`config.mk`:
```
export PLATFORM = sky130hd
export DESIGN_NAME = wdog_timer
export DESIGN_NICKNAME = d
export VERILOG_FILES = /design/src/rtl/wdog_pkg.sv /design/src/rtl/wdog_regs.sv /design/src/rtl/wdog_prescale.sv /design/src/rtl/wdog_down.sv /design/src/rtl/wdog_timer.sv
export SDC_FILE = /design/constraint.sdc
export NUM_CORES = 1
export LEC_CHECK = 0
export ABC_AREA = 1
export BUFFER_PORTS_ARGS = -buffer_cell sky130_fd_sc_hd__buf_2
export CAP_MARGIN = 0
export CORE_ASPECT_RATIO = 0.5
export CORE_MARGIN = 2
export CORE_UTILIZATION = 57
export CTS_CLUSTER_SIZE = 12
export DETAILED_ROUTE_END_ITERATION = 6
export PLACE_DENSITY = 0.86
export SYNTH_ARGS = -nofsm -noshare
export SYNTH_HDL_FRONTEND = slang
export SYNTH_SLANG_ARGS = --single-unit
```
`constraint.sdc`:
```
create_clock -name clk -period 3.4 [get_ports clk]
set_input_delay 0.34 -clock clk [delete_from_list [all_inputs] [get_ports clk]]
set_output_delay 0.34 -clock clk [all_outputs]
set_load 0.01 [all_outputs]
```
`src/rtl/wdog_pkg.sv`:
```
`timescale 1ns/1ps
package wdog_pkg;
  localparam int unsigned BUS_W     = 32;
  localparam int unsigned OFF_STAT  = 'h00;
  localparam int unsigned OFF_CTRL  = 'h20;
  localparam int unsigned OFF_LOAD  = 'h24;
  localparam int unsigned BIT_CAUSE = 1;
  localparam int unsigned BIT_KICK  = 9;
  localparam int unsigned BIT_EN    = 7;
  localparam int unsigned PRE_LSB   = 16;

  typedef enum logic [1:0] {
    SEL_NONE,
    SEL_STAT,
    SEL_CTRL,
    SEL_LOAD
  } reg_sel_e;
endpackage

```
`src/rtl/wdog_regs.sv`:
```
`timescale 1ns/1ps
module wdog_regs
  import wdog_pkg::*;
#(
  parameter int unsigned ADDR_W = 8,
  parameter int unsigned CNT_W  = 16,
  parameter int unsigned PRE_W  = 16
) (
  input  logic              clk,
  input  logic              por_n,
  input  logic              rst_n,
  input  logic [ADDR_W-1:0] addr,
  input  logic              wen,
  input  logic [BUS_W-1:0]  wdata,
  input  logic              ren,
  input  logic              expire,
  output logic [BUS_W-1:0]  rdata,
  output logic              en,
  output logic [PRE_W-1:0]  presc,
  output logic [CNT_W-1:0]  load,
  output logic              kick,
  output logic              cause
);
  localparam logic [ADDR_W-1:0] A_STAT = ADDR_W'(OFF_STAT);
  localparam logic [ADDR_W-1:0] A_CTRL = ADDR_W'(OFF_CTRL);
  localparam logic [ADDR_W-1:0] A_LOAD = ADDR_W'(OFF_LOAD);

  reg_sel_e sel;
  logic     wr_stat, wr_ctrl, wr_load;

  always_comb begin
    case (addr)
      A_STAT:  sel = SEL_STAT;
      A_CTRL:  sel = SEL_CTRL;
      A_LOAD:  sel = SEL_LOAD;
      default: sel = SEL_NONE;
    endcase
  end

  assign wr_stat = wen && (sel == SEL_STAT);
  assign wr_ctrl = wen && (sel == SEL_CTRL);
  assign wr_load = wen && (sel == SEL_LOAD);
  assign kick    = wr_stat && wdata[BIT_KICK];

  // control and load: cleared by either reset
  always_ff @(posedge clk or negedge rst_n) begin
    if (!rst_n) begin
      en    <= 1'b0;
      presc <= '0;
      load  <= '1;
    end else begin
      if (wr_ctrl) begin
        en    <= wdata[BIT_EN];
        presc <= wdata[PRE_LSB +: PRE_W];
      end
      if (wr_load) begin
        load <= wdata[CNT_W-1:0];
      end
    end
  end

  // cause flag lives on the power-on domain only
  always_ff @(posedge clk or negedge por_n) begin
    if (!por_n) begin
      cause <= 1'b0;
    end else if (expire) begin
      cause <= 1'b1;
    end else if (wr_stat && wdata[BIT_CAUSE]) begin
      cause <= 1'b0;
    end
  end

  always_comb begin
    rdata = '0;
    if (ren) begin
      case (sel)
        SEL_STAT: rdata[BIT_CAUSE] = cause;
        SEL_CTRL: begin
          rdata[BIT_EN]            = en;
          rdata[PRE_LSB +: PRE_W]  = presc;
        end
        SEL_LOAD: rdata[CNT_W-1:0] = load;
        default:  rdata = '0;
      endcase
    end
  end

  logic unused_wdata;
  assign unused_wdata = ^wdata;
endmodule

```
`src/rtl/wdog_prescale.sv`:
```
`timescale 1ns/1ps
module wdog_prescale #(
  parameter int unsigned PRE_W = 16
) (
  input  logic             clk,
  input  logic             rst_n,
  input  logic             en,
  input  logic             restart,
  input  logic [PRE_W-1:0] presc,
  output logic             tick
);
  logic [PRE_W-1:0] pcnt;
  logic             wrap;

  // >= keeps a shrunk prescale from running the divider past its end
  assign wrap = (presc <= PRE_W'(1)) || (pcnt >= presc - PRE_W'(1));
  assign tick = en && !restart && wrap;

  always_ff @(posedge clk or negedge rst_n) begin
    if (!rst_n) begin
      pcnt <= '0;
    end else if (restart) begin
      pcnt <= '0;
    end else if (en) begin
      pcnt <= wrap ? '0 : pcnt + PRE_W'(1);
    end
  end
endmodule

```
`src/rtl/wdog_down.sv`:
```
`timescale 1ns/1ps
module wdog_down #(
  parameter int unsigned CNT_W      = 16,
  parameter int unsigned PULSE_CLKS = 4
) (
  input  logic             clk,
  input  logic             rst_n,
  input  logic             tick,
  input  logic             restart,
  input  logic [CNT_W-1:0] load,
  output logic [CNT_W-1:0] cnt,
  output logic             expire,
  output logic             rst_req
);
  localparam int unsigned PW = $clog2(PULSE_CLKS + 1);

  assign expire = tick && (cnt == '0);

  always_ff @(posedge clk or negedge rst_n) begin
    if (!rst_n) begin
      cnt <= '1;
    end else if (restart) begin
      cnt <= load;
    end else if (tick) begin
      cnt <= (cnt == '0) ? load : cnt - CNT_W'(1);
    end
  end

  generate
    if (PULSE_CLKS <= 1) begin : g_single
      always_ff @(posedge clk or negedge rst_n) begin
        if (!rst_n) rst_req <= 1'b0;
        else        rst_req <= expire;
      end
    end else begin : g_stretch
      logic [PW-1:0] left;
      always_ff @(posedge clk or negedge rst_n) begin
        if (!rst_n) begin
          left <= '0;
        end else if (expire) begin
          left <= PW'(PULSE_CLKS);
        end else if (left != '0) begin
          left <= left - PW'(1);
        end
      end
      assign rst_req = (left != '0);
    end
  endgenerate
endmodule

```
`src/rtl/wdog_timer.sv`:
```
`timescale 1ns/1ps
module wdog_timer
  import wdog_pkg::*;
#(
  parameter int unsigned ADDR_W     = 8,
  parameter int unsigned CNT_W      = 16,
  parameter int unsigned PRE_W      = 16,
  parameter int unsigned PULSE_CLKS = 4
) (
  input  logic              clk,
  input  logic              por_n,
  input  logic              sys_rst_n,
  input  logic [ADDR_W-1:0] bus_addr,
  input  logic              bus_wen,
  input  logic [BUS_W-1:0]  bus_wdata,
  input  logic              bus_ren,
  output logic [BUS_W-1:0]  bus_rdata,
  output logic              wdog_rst_req
);
  logic             rst_n;
  logic             en, kick, cause, tick, expire;
  logic [PRE_W-1:0] presc;
  logic [CNT_W-1:0] load, cnt;

  assign rst_n = por_n & sys_rst_n;

  wdog_regs #(.ADDR_W(ADDR_W), .CNT_W(CNT_W), .PRE_W(PRE_W)) regs_i (
    .clk(clk), .por_n(por_n), .rst_n(rst_n),
    .addr(bus_addr), .wen(bus_wen), .wdata(bus_wdata), .ren(bus_ren),
    .expire(expire), .rdata(bus_rdata),
    .en(en), .presc(presc), .load(load), .kick(kick), .cause(cause)
  );

  wdog_prescale #(.PRE_W(PRE_W)) pre_i (
    .clk(clk), .rst_n(rst_n), .en(en), .restart(kick),
    .presc(presc), .tick(tick)
  );

  wdog_down #(.CNT_W(CNT_W), .PULSE_CLKS(PULSE_CLKS)) down_i (
    .clk(clk), .rst_n(rst_n), .tick(tick), .restart(kick),
    .load(load), .cnt(cnt), .expire(expire), .rst_req(wdog_rst_req)
  );
endmodule

```
* After elaboration in Yosys (flattened, before gate mapping)
Cells that the tools add are included.
Storage, ports and cells: output and inout bits 33, register bits after elaboration 69, bits of input ports 45
Cells by class: order comparisons 2, equal/unequal tests 5, muxes and demuxes 18, add/sub/neg operators 4, bitwise operators 1, reductions and logical operators 17
Operators with widths (number):
- $mux W16 | 7
- $mux W32 | 1
- $sub A16 B1 Y16 const B | 2
- $add A16 B1 Y16 const B | 1
- $eq A8 B6 Y1 const B | 2
- $ge A16 B16 Y1 | 1
- $le A16 B1 Y1 const B | 1
- $logic_not A16 Y1 | 1
- $logic_and A1 B1 Y1 | 8
- $logic_not A8 Y1 | 1
- $mux W8 | 1
- $reduce_bool A2 Y1 | 4
- $mux W3 | 2
- $pmux W2 S3 | 1
- $mux W5 | 1
- $eq A2 B2 Y1 const B | 2
- $pmux W1 S2 | 2
- $mux W1 | 3
- $reduce_bool A3 Y1 | 1
- $sub A3 B1 Y3 const B | 1
- $eq A2 B1 Y1 const B | 1
- $and A1 B1 Y1 | 1
- $logic_not A1 Y1 | 1
- $logic_or A1 B1 Y1 | 1

* Logic depth before layout (Yosys ltp)
Gate-level depths: netlist of run 1.
depth in word-level cells 10, depth in mapped cells 21

* Cells and area by module
Synthesis of run 1 repeated with hierarchy kept, for this count alone.
Second synthesis, totals: cell total of the unflattened synthesis 752, area total of the unflattened synthesis 5163.7 um2
Modules (own cells, without submodules):
- wdog_prescale | area each 1948.1 um2, cells an instance 284, instances 1, seq. area each 400.4 um2
- wdog_regs | area each 1725.4 um2, cells an instance 237, instances 1, seq. area each 870.8 um2
- wdog_down | area each 1482.7 um2, cells an instance 229, instances 1, seq. area each 495.5 um2
- wdog_timer | area each 7.5 um2, cells an instance 2, instances 1, seq. area each 0.0 um2

* Least setup slack after synthesis of run 1
No wires, ideal clock.
path kind reg2reg, start register regs_i.presc[0], end register down_i.cnt[6], data arrival time 2556 ps, path buffers 1, library setup time 76 ps, required time 3324 ps, stages on the path, launching flop included 21, path slack 768 ps, path through dfrtp_1 inv_1 ha_1 nand2_2 nor2_4 nand4_1 nor3_1 xor2_1 inv_1 ha_1 nand2_1 nor2_1 nor2_1 nand2_1 nor2_2 nand2_4 nand2_4 nand2_4 buf_6 nand2_1 nand2_1
On the way: cells in the longest elaborated chain, start to end 5
RTL lines:
- start, declared | RTL line wdog_regs.sv:19 | output logic [PRE_W-1:0] presc,
- start signal, assigned | RTL line wdog_regs.sv:54 | presc <= wdata[PRE_LSB +: PRE_W];
- $sub A16 B1 Y16 | RTL line wdog_prescale.sv:16 | assign wrap = (presc <= PRE_W'(1)) || (pcnt >= presc - PRE_W'(1));
- $ge A16 B16 Y1 | RTL line wdog_prescale.sv:16
- $logic_or A1 B1 Y1 * | RTL line wdog_prescale.sv:16
- $logic_and A1 B1 Y1 * | RTL line wdog_prescale.sv:17 | assign tick = en && !restart && wrap;
- $reduce_bool A2 Y1 (no line) *
- end signal, assigned | RTL line wdog_down.sv:23 | cnt <= load;
- end signal, assigned | RTL line wdog_down.sv:25 | cnt <= (cnt == '0) ? load : cnt - CNT_W'(1);
- end, declared | RTL line wdog_down.sv:11 | output logic [CNT_W-1:0] cnt,
Every way passes the cells marked *; elsewhere a longest branch is shown, timed or not. A chain may end at the register's enable or synchronous reset.

* Worst setup path after layout of run 1
start register regs_i.presc[2], end register down_i.cnt[2]
Same word-level chain as after synthesis.

==> results of run 1 <==
cells in the final DEF (no fill, tap or decap), drive strengths merged, types with 3 or more instances in the layout:
| cell | n |
|---|---|
| inv | 92 |
| xnor2 | 7 |
| xor2 | 27 |
| buf | 80 |
| nor2 | 114 |
| ha | 23 |
| nor3 | 24 |
| mux2 | 3 |
| dfrtp | 37 |
| nand2 | 157 |
| clkbuf | 13 |
| o21ai | 17 |
| clkinv | 3 |
| o22ai | 8 |
| a21oi | 37 |
| nand3 | 45 |
| dfstp | 32 |
| nand4 | 8 |
area by class of cell:
class | count | area (sq um)
fill | 664 | 2530
multi-input combinational | 477 | 2480
sequential | 69 | 1770
timing repair buffer | 81 | 418
inverter | 92 | 345
clock buffer | 13 | 272
tap | 112 | 140
clock inverter | 3 | 16.3
cell families after synthesis:
group	Yosys count	synth area share
AO/OA/AOI/OAI	66	0.0768
XOR/XNOR	34	0.0637
adder cells (fa/ha/maj)	23	0.0615
buffers and inverters	107	0.0920
flip-flops	69	0.378
multiplexers	3	0.00722
AND/OR/NAND/NOR	351	0.321
flip-flops by register name, indices dropped and copies added (netlist names):
signal	cells
down_i.cnt	16
regs_i.en	1
regs_i.load	16
pre_i.pcnt	16
regs_i.cause	1
down_i.g_stretch.left	3
regs_i.presc	16
worst reg2reg max path: stages (launching register included):
cell and delay [ps]:
dfrtp_1 430, nor2_1 120, nand2_1 90, nor3_2 280
nand3_1 180, nor2_1 180, nand2_1 90, xor2_1 150
inv_1 60, ha_1 300, a21o_1 190, nor2_1 100
nand2_1 70, nor2_2 170, nand2_4 80, nand2_4 180
nand2_4 170, nand2_1 120, nand2_1 60
worst paths after layout:
path,from,end,slack (ps)
min in group asynchronous,sys_rst_n,regs_i.presc[7]$_DFFE_PN0P_,250
min reg2reg,regs_i.load[8]$_DFFE_PN1P_,regs_i.load[8]$_DFFE_PN1P_,480
min,bus_wdata[8],regs_i.load[8]$_DFFE_PN1P_,230
max,regs_i.presc[2]$_DFFE_PN0P_,down_i.cnt[2]$_DFFE_PN1P_,310
max reg2reg,regs_i.presc[2]$_DFFE_PN0P_,down_i.cnt[2]$_DFFE_PN1P_,310
max in group asynchronous,por_n,down_i.cnt[11]$_DFFE_PN1P_,1660
metal layers:
layer | vias up | GRT usage
met3 | 24 | 0.0822
met1 | 2064 | 0.295
met4 | 0 | 0.106
met5 | - | 0
met2 | 112 | 0.493
li1 | 2217 | -
per-stage QoR:
step                cell area (sq um)  setup slack (ps)  total power [mW]  cells  utilization
floorplan                        4680               768              1.25    653            -
global placement                 5140               516              1.35    830        0.645
detailed placement               5140               377              1.36    830        0.645
global route                     5440              46.5              2.39    847        0.682
finish                           5440               312              2.27    847        0.682
CTS                              5440               340              2.27    847        0.682
power by group through the flow:
stage                     Combinational [mW]  Sequential (mW)  Clock [mW]
after floorplan                        0.329            0.918           0
after global placement                 0.420            0.928           0
after detailed placement               0.432            0.930           0
after CTS                              0.439            0.918       0.917
after global routing                   0.505            0.924       0.963
final                                  0.440            0.919       0.910
timing repair:
action	4_1_cts	5_1_grt
hold buffers	1	0
gates resized for setup	0	0
endpoints found under the hold margin	1	0
==> qor.txt, run 1 <==
Maximum clock rate: 324 MHz
Pint: 1.59 mW
Cell taking the most area after synthesis: dfrtp_1
Synth warn: 0
Crit Path Category: reg -> reg
DRT antenna net count: 0
Area delta synth->final: 16.3%
Number of flops mapped to enable cells by yosys: 0
Maximum VDD drop: 0.000270 V
Count leader, synth: nand2_1
Final TNS setup: 0 ps
DR WL met2: 5600 um
Mapped Nets: 721
Sw frac: 0.298
Largest net degree at the start of global routing: 47
Routed WL: 11100 um
CP max-delay cell: dfrtp_1
Fin crit share: 0.908
Prevailing post-synth register cell: dfrtp_1
Routed wl met3: 537 um
Startpoint types: register
Critical Path RT: 3670 ps
CP Depth: 18
Mapped Cells: 653
Lkg Pwr: 3.06 nW
Slew Viols, Final: 0
CTS tree: done
Pwr dens: 417 nW/um^2
Top-level I/O count: 78
# rows: 23
Die W: 132 um
Max layer used: met4
Clock sinks: 69
First-pass GRT wire length: 18800 um
Synth area leaders: dfrtp_1 (20%), dfstp_2 (18%), nand2_1 (12%)
Mapped Area: 4680 sq um
Seq cells post-synth: 69
Core box area: 7970 sq um
DRC Markers: 0
CP Cell Sequence: nor2_1 -> nand2_1 -> nor3_2 -> nand3_1 -> nor2_1 -> nand2_1 -> xor2_1 -> inv_1 -> ha_1 -> a21o_1 -> nor2_1 -> nand2_1 -> nor2_2 -> nand2_4 -> nand2_4 -> nand2_4 -> nand2_1 -> nand2_1
Clk_skew: 4.29 ps
Part of the power in registers: 0.405
Met1 WL: 4750 um
Combinational share of power: 0.194
Avg WL per Cell: 13.1 um
Clk_lat worst skew: 340 ps
Setup bufs post-CTS: 0
Clock tree buffer depth: 2
Final min period: 3090 ps
Crit-path max FO: 17
Die Ht: 68.1 um
Final Setup Violations: 0
Clk slew on worst S/H paths: 60 ps
GP Congestion: 0.932
DR iter-0 viols: 246
Switching power: 0.677 mW
Starting Density: 0.587
DR vias/cell: 5.21
Worst-margin pin slew: 999 ps
Clock power frac: 0.401
I/O Buffers: 77
Vias: 4417
GRT Overall Usage: 0.265
Worst hold path depth: 3
HP Class: in -> reg
Status: finished, final reports clean
Clock root buffer: clkbuf_16
Fin. Hold Viols: 0
Most common cell type on the critical path: nand2_1
1st-pass router iterations: 5
Synth top cells by count: nand2_1 (150), nor2_1 (107), inv_1 (89), nand3_1 (44)
Initial antenna violation count: 0
Max-slew headroom: 0.332
R2r worst-path depth: 18
Vias in the first global route: 4285
Crit path largest cell delay: 430 ps
Yosys top cell area share: 0.198
Sequential area share after synthesis: 0.378
Htree depth: 3
CTS buffer count: 9
Layout cells sized above 1: 0.204
Critical Path AT: 3360 ps
Fin nets: 798
Mean post-synth cell area: 7.16 sq um
Total gr overflow: 0
Library cells used by synthesis: 36
Async SR Flop Fraction: 1.00
Critical path buffers and inverters: 1
Die area: 8990 sq um
WHS: 229 ps
Dpl hpwl: 8120 um
Max Cap Viol: 0
Top cell family by delay on the critical path: simple AND/OR/NAND/NOR gates
RSZ-0062 raised after global routing: false
Nature of the critical path endpoint: register
N_diodes: 0
(Power assumes the default switching activity.)
==> run 2: changes to the inputs <==
--- a/config.mk
+++ b/config.mk
@@ -5,7 +5,6 @@
 export SDC_FILE = /design/constraint.sdc
 export NUM_CORES = 1
 export LEC_CHECK = 0
-export ABC_AREA = 1
 export BUFFER_PORTS_ARGS = -buffer_cell sky130_fd_sc_hd__buf_2
 export CAP_MARGIN = 0
 export CORE_ASPECT_RATIO = 0.5
==> qor.txt, run 2 <==
Status: finished with violations
Failing checks: setup timing
Critical Path RT: 3660 ps (about the same)
Routed WL: 12800 um (+15%)
Final Setup Violations: 18 (+18)
Clock power frac: 0.275 (-0.126)
Mean post-synth cell area: 9.60 sq um (+34%)
Crit-path max FO: 5 (-12)
Library cells used by synthesis: 62 (+72%)
Mapped Area: 4560 sq um (-2.5%)
Non-Filler Instances: 693 (-18%)
DR vias/cell: 6.20 (+19%)
Nature of the critical path endpoint: register
Clk slew on worst S/H paths: 60 ps (about the same)
Most frequent cells in the layout: buf_2 (77), dfrtp_1 (37), nor2_1 (34)
Max-slew headroom: 0.225 (-0.108)
Slew Viols, Final: 0 (unchanged)
Synth top cells by count: dfrtp_1 (37), nor2_1 (34), and2_1 (33), mux2_2 (33), nand2_1 (33)
Met1 WL: 5210 um (+9.6%)
GRT Overall Usage: 0.277 (+0.0121)
RR Endpoint: down_i.cnt[11]$_DFFE_PN1P_
Starting Density: 0.605 (+0.0180)
Crit Path Category: reg -> reg
Most common cell after layout, fill and taps aside: buf_2
Fin nets: 648 (-19%)
DR WL met2: 6250 um (+12%)
Vias in the first global route: 3813 (-11%)
Seq cells post-synth: 69 (unchanged)
Total gr overflow: 0 (unchanged)
HP Class: in -> async
# fillers: 481 (-28%)
DRC Markers: 0 (unchanged)
Largest net degree at the start of global routing: 29 (-38%)
Final min period: 3490 ps (+405 ps)
Top-level I/O count: 78 (unchanged)
DRT antenna net count: 0 (unchanged)
Yosys top cell area share: 0.203 (+0.00505)
GP Congestion: 0.889 (-4.6%)
Synth warn: 0 (unchanged)
Combinational share of power: 0.374 (+0.180)
Clock sinks: 69 (unchanged)
Prevailing post-synth register cell: dfrtp_1
Die W: 131 um (-1.2%)
Max layer used: met4
Clk_lat worst skew: 340 ps (about the same)
Die area: 8780 sq um (-2.4%)
Cell taking the most area after synthesis: dfrtp_1
Core box area: 7540 sq um (-5.4%)
1st-pass router iterations: 5 (unchanged)
Sequential area share after synthesis: 0.387 (+0.00963)
Mapped Nets: 543 (-25%)
Critical Path AT: 3750 ps (+390 ps)
Lkg Pwr: 2.74 nW (-11%)
Maximum VDD drop: 0.000288 V (+6.6%)
Synth area leaders: dfrtp_1 (20%), dfstp_2 (18%), mux2_2 (8.1%)
First-pass GRT wire length: 18500 um (-1.3%)
Crit. Startpoint: regs_i.presc[5]$_DFFE_PN0P_
Worst R2R Setup Slack: -90 ps (-400 ps)
Count leader, synth: dfrtp_1
Reg-to-Reg Start: regs_i.presc[5]$_DFFE_PN0P_
Worst setup margin: -92.7 ps (-405 ps)
DR iter-0 viols: 458 (+86%)
Vias: 4299 (-2.7%)
Fin. Hold Viols: 0 (unchanged)
Number of flops mapped to enable cells by yosys: 0 (unchanged)
Final TNS setup: -706 ps (-706 ps)
Layout cells sized above 1: 0.412 (+0.208)
Worst-margin pin slew: 1150 ps (+153 ps)
R2r worst-path depth: 15 (-3)
Pwr dens: 567 nW/um^2 (+36%)
CTS tree: done
CTS buffer count: 9 (unchanged)
Htree depth: 3 (unchanged)
Routed wl met3: 990 um (+84%)
Switching power: 1.22 mW (+80%)
Clock root buffer: clkbuf_16
Clk_skew: 5.88 ps (+1.59 ps)
Setup crit end: down_i.cnt[11]$_DFFE_PN1P_
Mapped Cells: 475 (-27%)
Die Ht: 67.3 um (-1.2%)
Dpl hpwl: 7930 um (-2.4%)
Fin crit share: 1.03 (+0.119)
Startpoint types: register
I/O Buffers: 77 (unchanged)
# rows: 22 (-4.3%)
Sw frac: 0.367 (+0.0685)
N_diodes: 0 (unchanged)
Placed Instances: 666 (-20%)
Maximum clock rate: 286 MHz (-12%)
Clock tree buffer depth: 2 (unchanged)
Max Cap Viol: 0 (unchanged)
Part of the power in registers: 0.351 (-0.054)
Pint: 2.10 mW (+32%)
Avg WL per Cell: 18.5 um (+41%)
RSZ-0062 raised after global routing: true
Async SR Flop Fraction: 1.00 (unchanged)
Area delta synth->final: 28.3%
Initial antenna violation count: 0 (unchanged)
## run 2: changes by cell type after synthesis, sizes merged, moves of 12 or more
cell	before	now
nand2	157	35
inv	91	11
nor2	114	36
and2	1	33
mux2	3	33
nand3	45	18
xor2	27	6
nor4	1	16
a31oi	0	12
## run 2: per-layer routing
layer / GRT usage / vias to the layer above
met5: 0 / -
met4: 0.114 / 0
met3: 0.0721 / 45
met2: 0.459 / 232
met1: 0.353 / 2065
li1: - / 1957
## run 2: timing repair
action / CTS / global route
cloned: 2 / 3
pin swaps: 5 / 25
endpoints found under the hold margin: 1 / 0
endpoints found under the setup margin: 19 / 36
hold buffers: 1 / 0
resized for setup: 7 / 43
setup buffers: 2 / 4
## run 2: worst min-delay path by stage
stage / start / to / slack [ps] / cells after the start
2_1_floorplan: por_n / regs_i.cause$_DFFE_PN0P_ / 40 / 0
3_3_place_gp: por_n / regs_i.cause$_DFFE_PN0P_ / 120 / 1
3_5_place_dp: por_n / regs_i.cause$_DFFE_PN0P_ / 120 / 1
4_1_cts: sys_rst_n / regs_i.presc[6]$_DFFE_PN0P_ / 110 / 2
5_1_grt: sys_rst_n / regs_i.presc[6]$_DFFE_PN0P_ / 130 / 2
6_report: sys_rst_n / regs_i.presc[1]$_DFFE_PN0P_ / 100 / 2
## run 2: cells by family after synthesis
kind of cell / after synthesis / synth area share
buffers and inverters: 29 / 0.0373
muxes: 35 / 0.0858
and+or+nand+nor: 203 / 0.246
DFF: 69 / 0.387
xor gates and xnor gates: 18 / 0.0346
AOI/OAI and AO/OA: 98 / 0.146
adders and majority gates: 23 / 0.0631
## run 2: worst max-delay path, stage by stage, from the launching register on
cell and delay [ps]:
dfrtp_1 370, or4_4 600, nor2_4 150, nand2_2 70, nor3_2 170, xnor2_1 150, ha_1 280, nand4_1 130
nor2_1 60, a221o_2 390, buf_6 150, o31a_1 240, buf_6 140, buf_12 140, a311oi_4 300, nor3_2 60
## run 2: area by class of cell
cell class	count	area (sq um)	share of cell area
tap	108	135	0.0231
multi-input combinational	378	2850	0.487
sequential	69	1770	0.302
timing repair buffer	111	773	0.132
clock inverter	5	52.6	0.00898
clock buffer	11	233	0.0398
inverter	11	41.3	0.00706
## run 2: metrics by stage
| step | util | hold slack (ps) | setup WS (ps) | total power, mW | instance area, sq um |
|---|---|---|---|---|---|
| 3_5_place_dp | 0.684 | 123 | -169 | 2.17 | 5160 |
| 5_1_grt | 0.776 | 133 | -274 | 3.50 | 5850 |
| 2_1_floorplan | - | 44.4 | 5.02 | 1.90 | 4560 |
| 3_3_place_gp | 0.684 | 121 | -42.4 | 2.13 | 5160 |
| 4_1_cts | 0.739 | 107 | -18.1 | 3.12 | 5570 |
| 6_report | 0.776 | 97.5 | -92.7 | 3.32 | 5850 |
## run 2: power by group through the flow
stage / registers (mW) / logic [mW] / clock network (mW)
floorplan: 1.11 / 0.792 / 0
finish: 1.16 / 1.24 / 0.914
global route: 1.18 / 1.35 / 0.963
detailed placement: 1.15 / 1.03 / 0
global placement: 1.14 / 0.985 / 0
CTS: 1.14 / 1.06 / 0.921
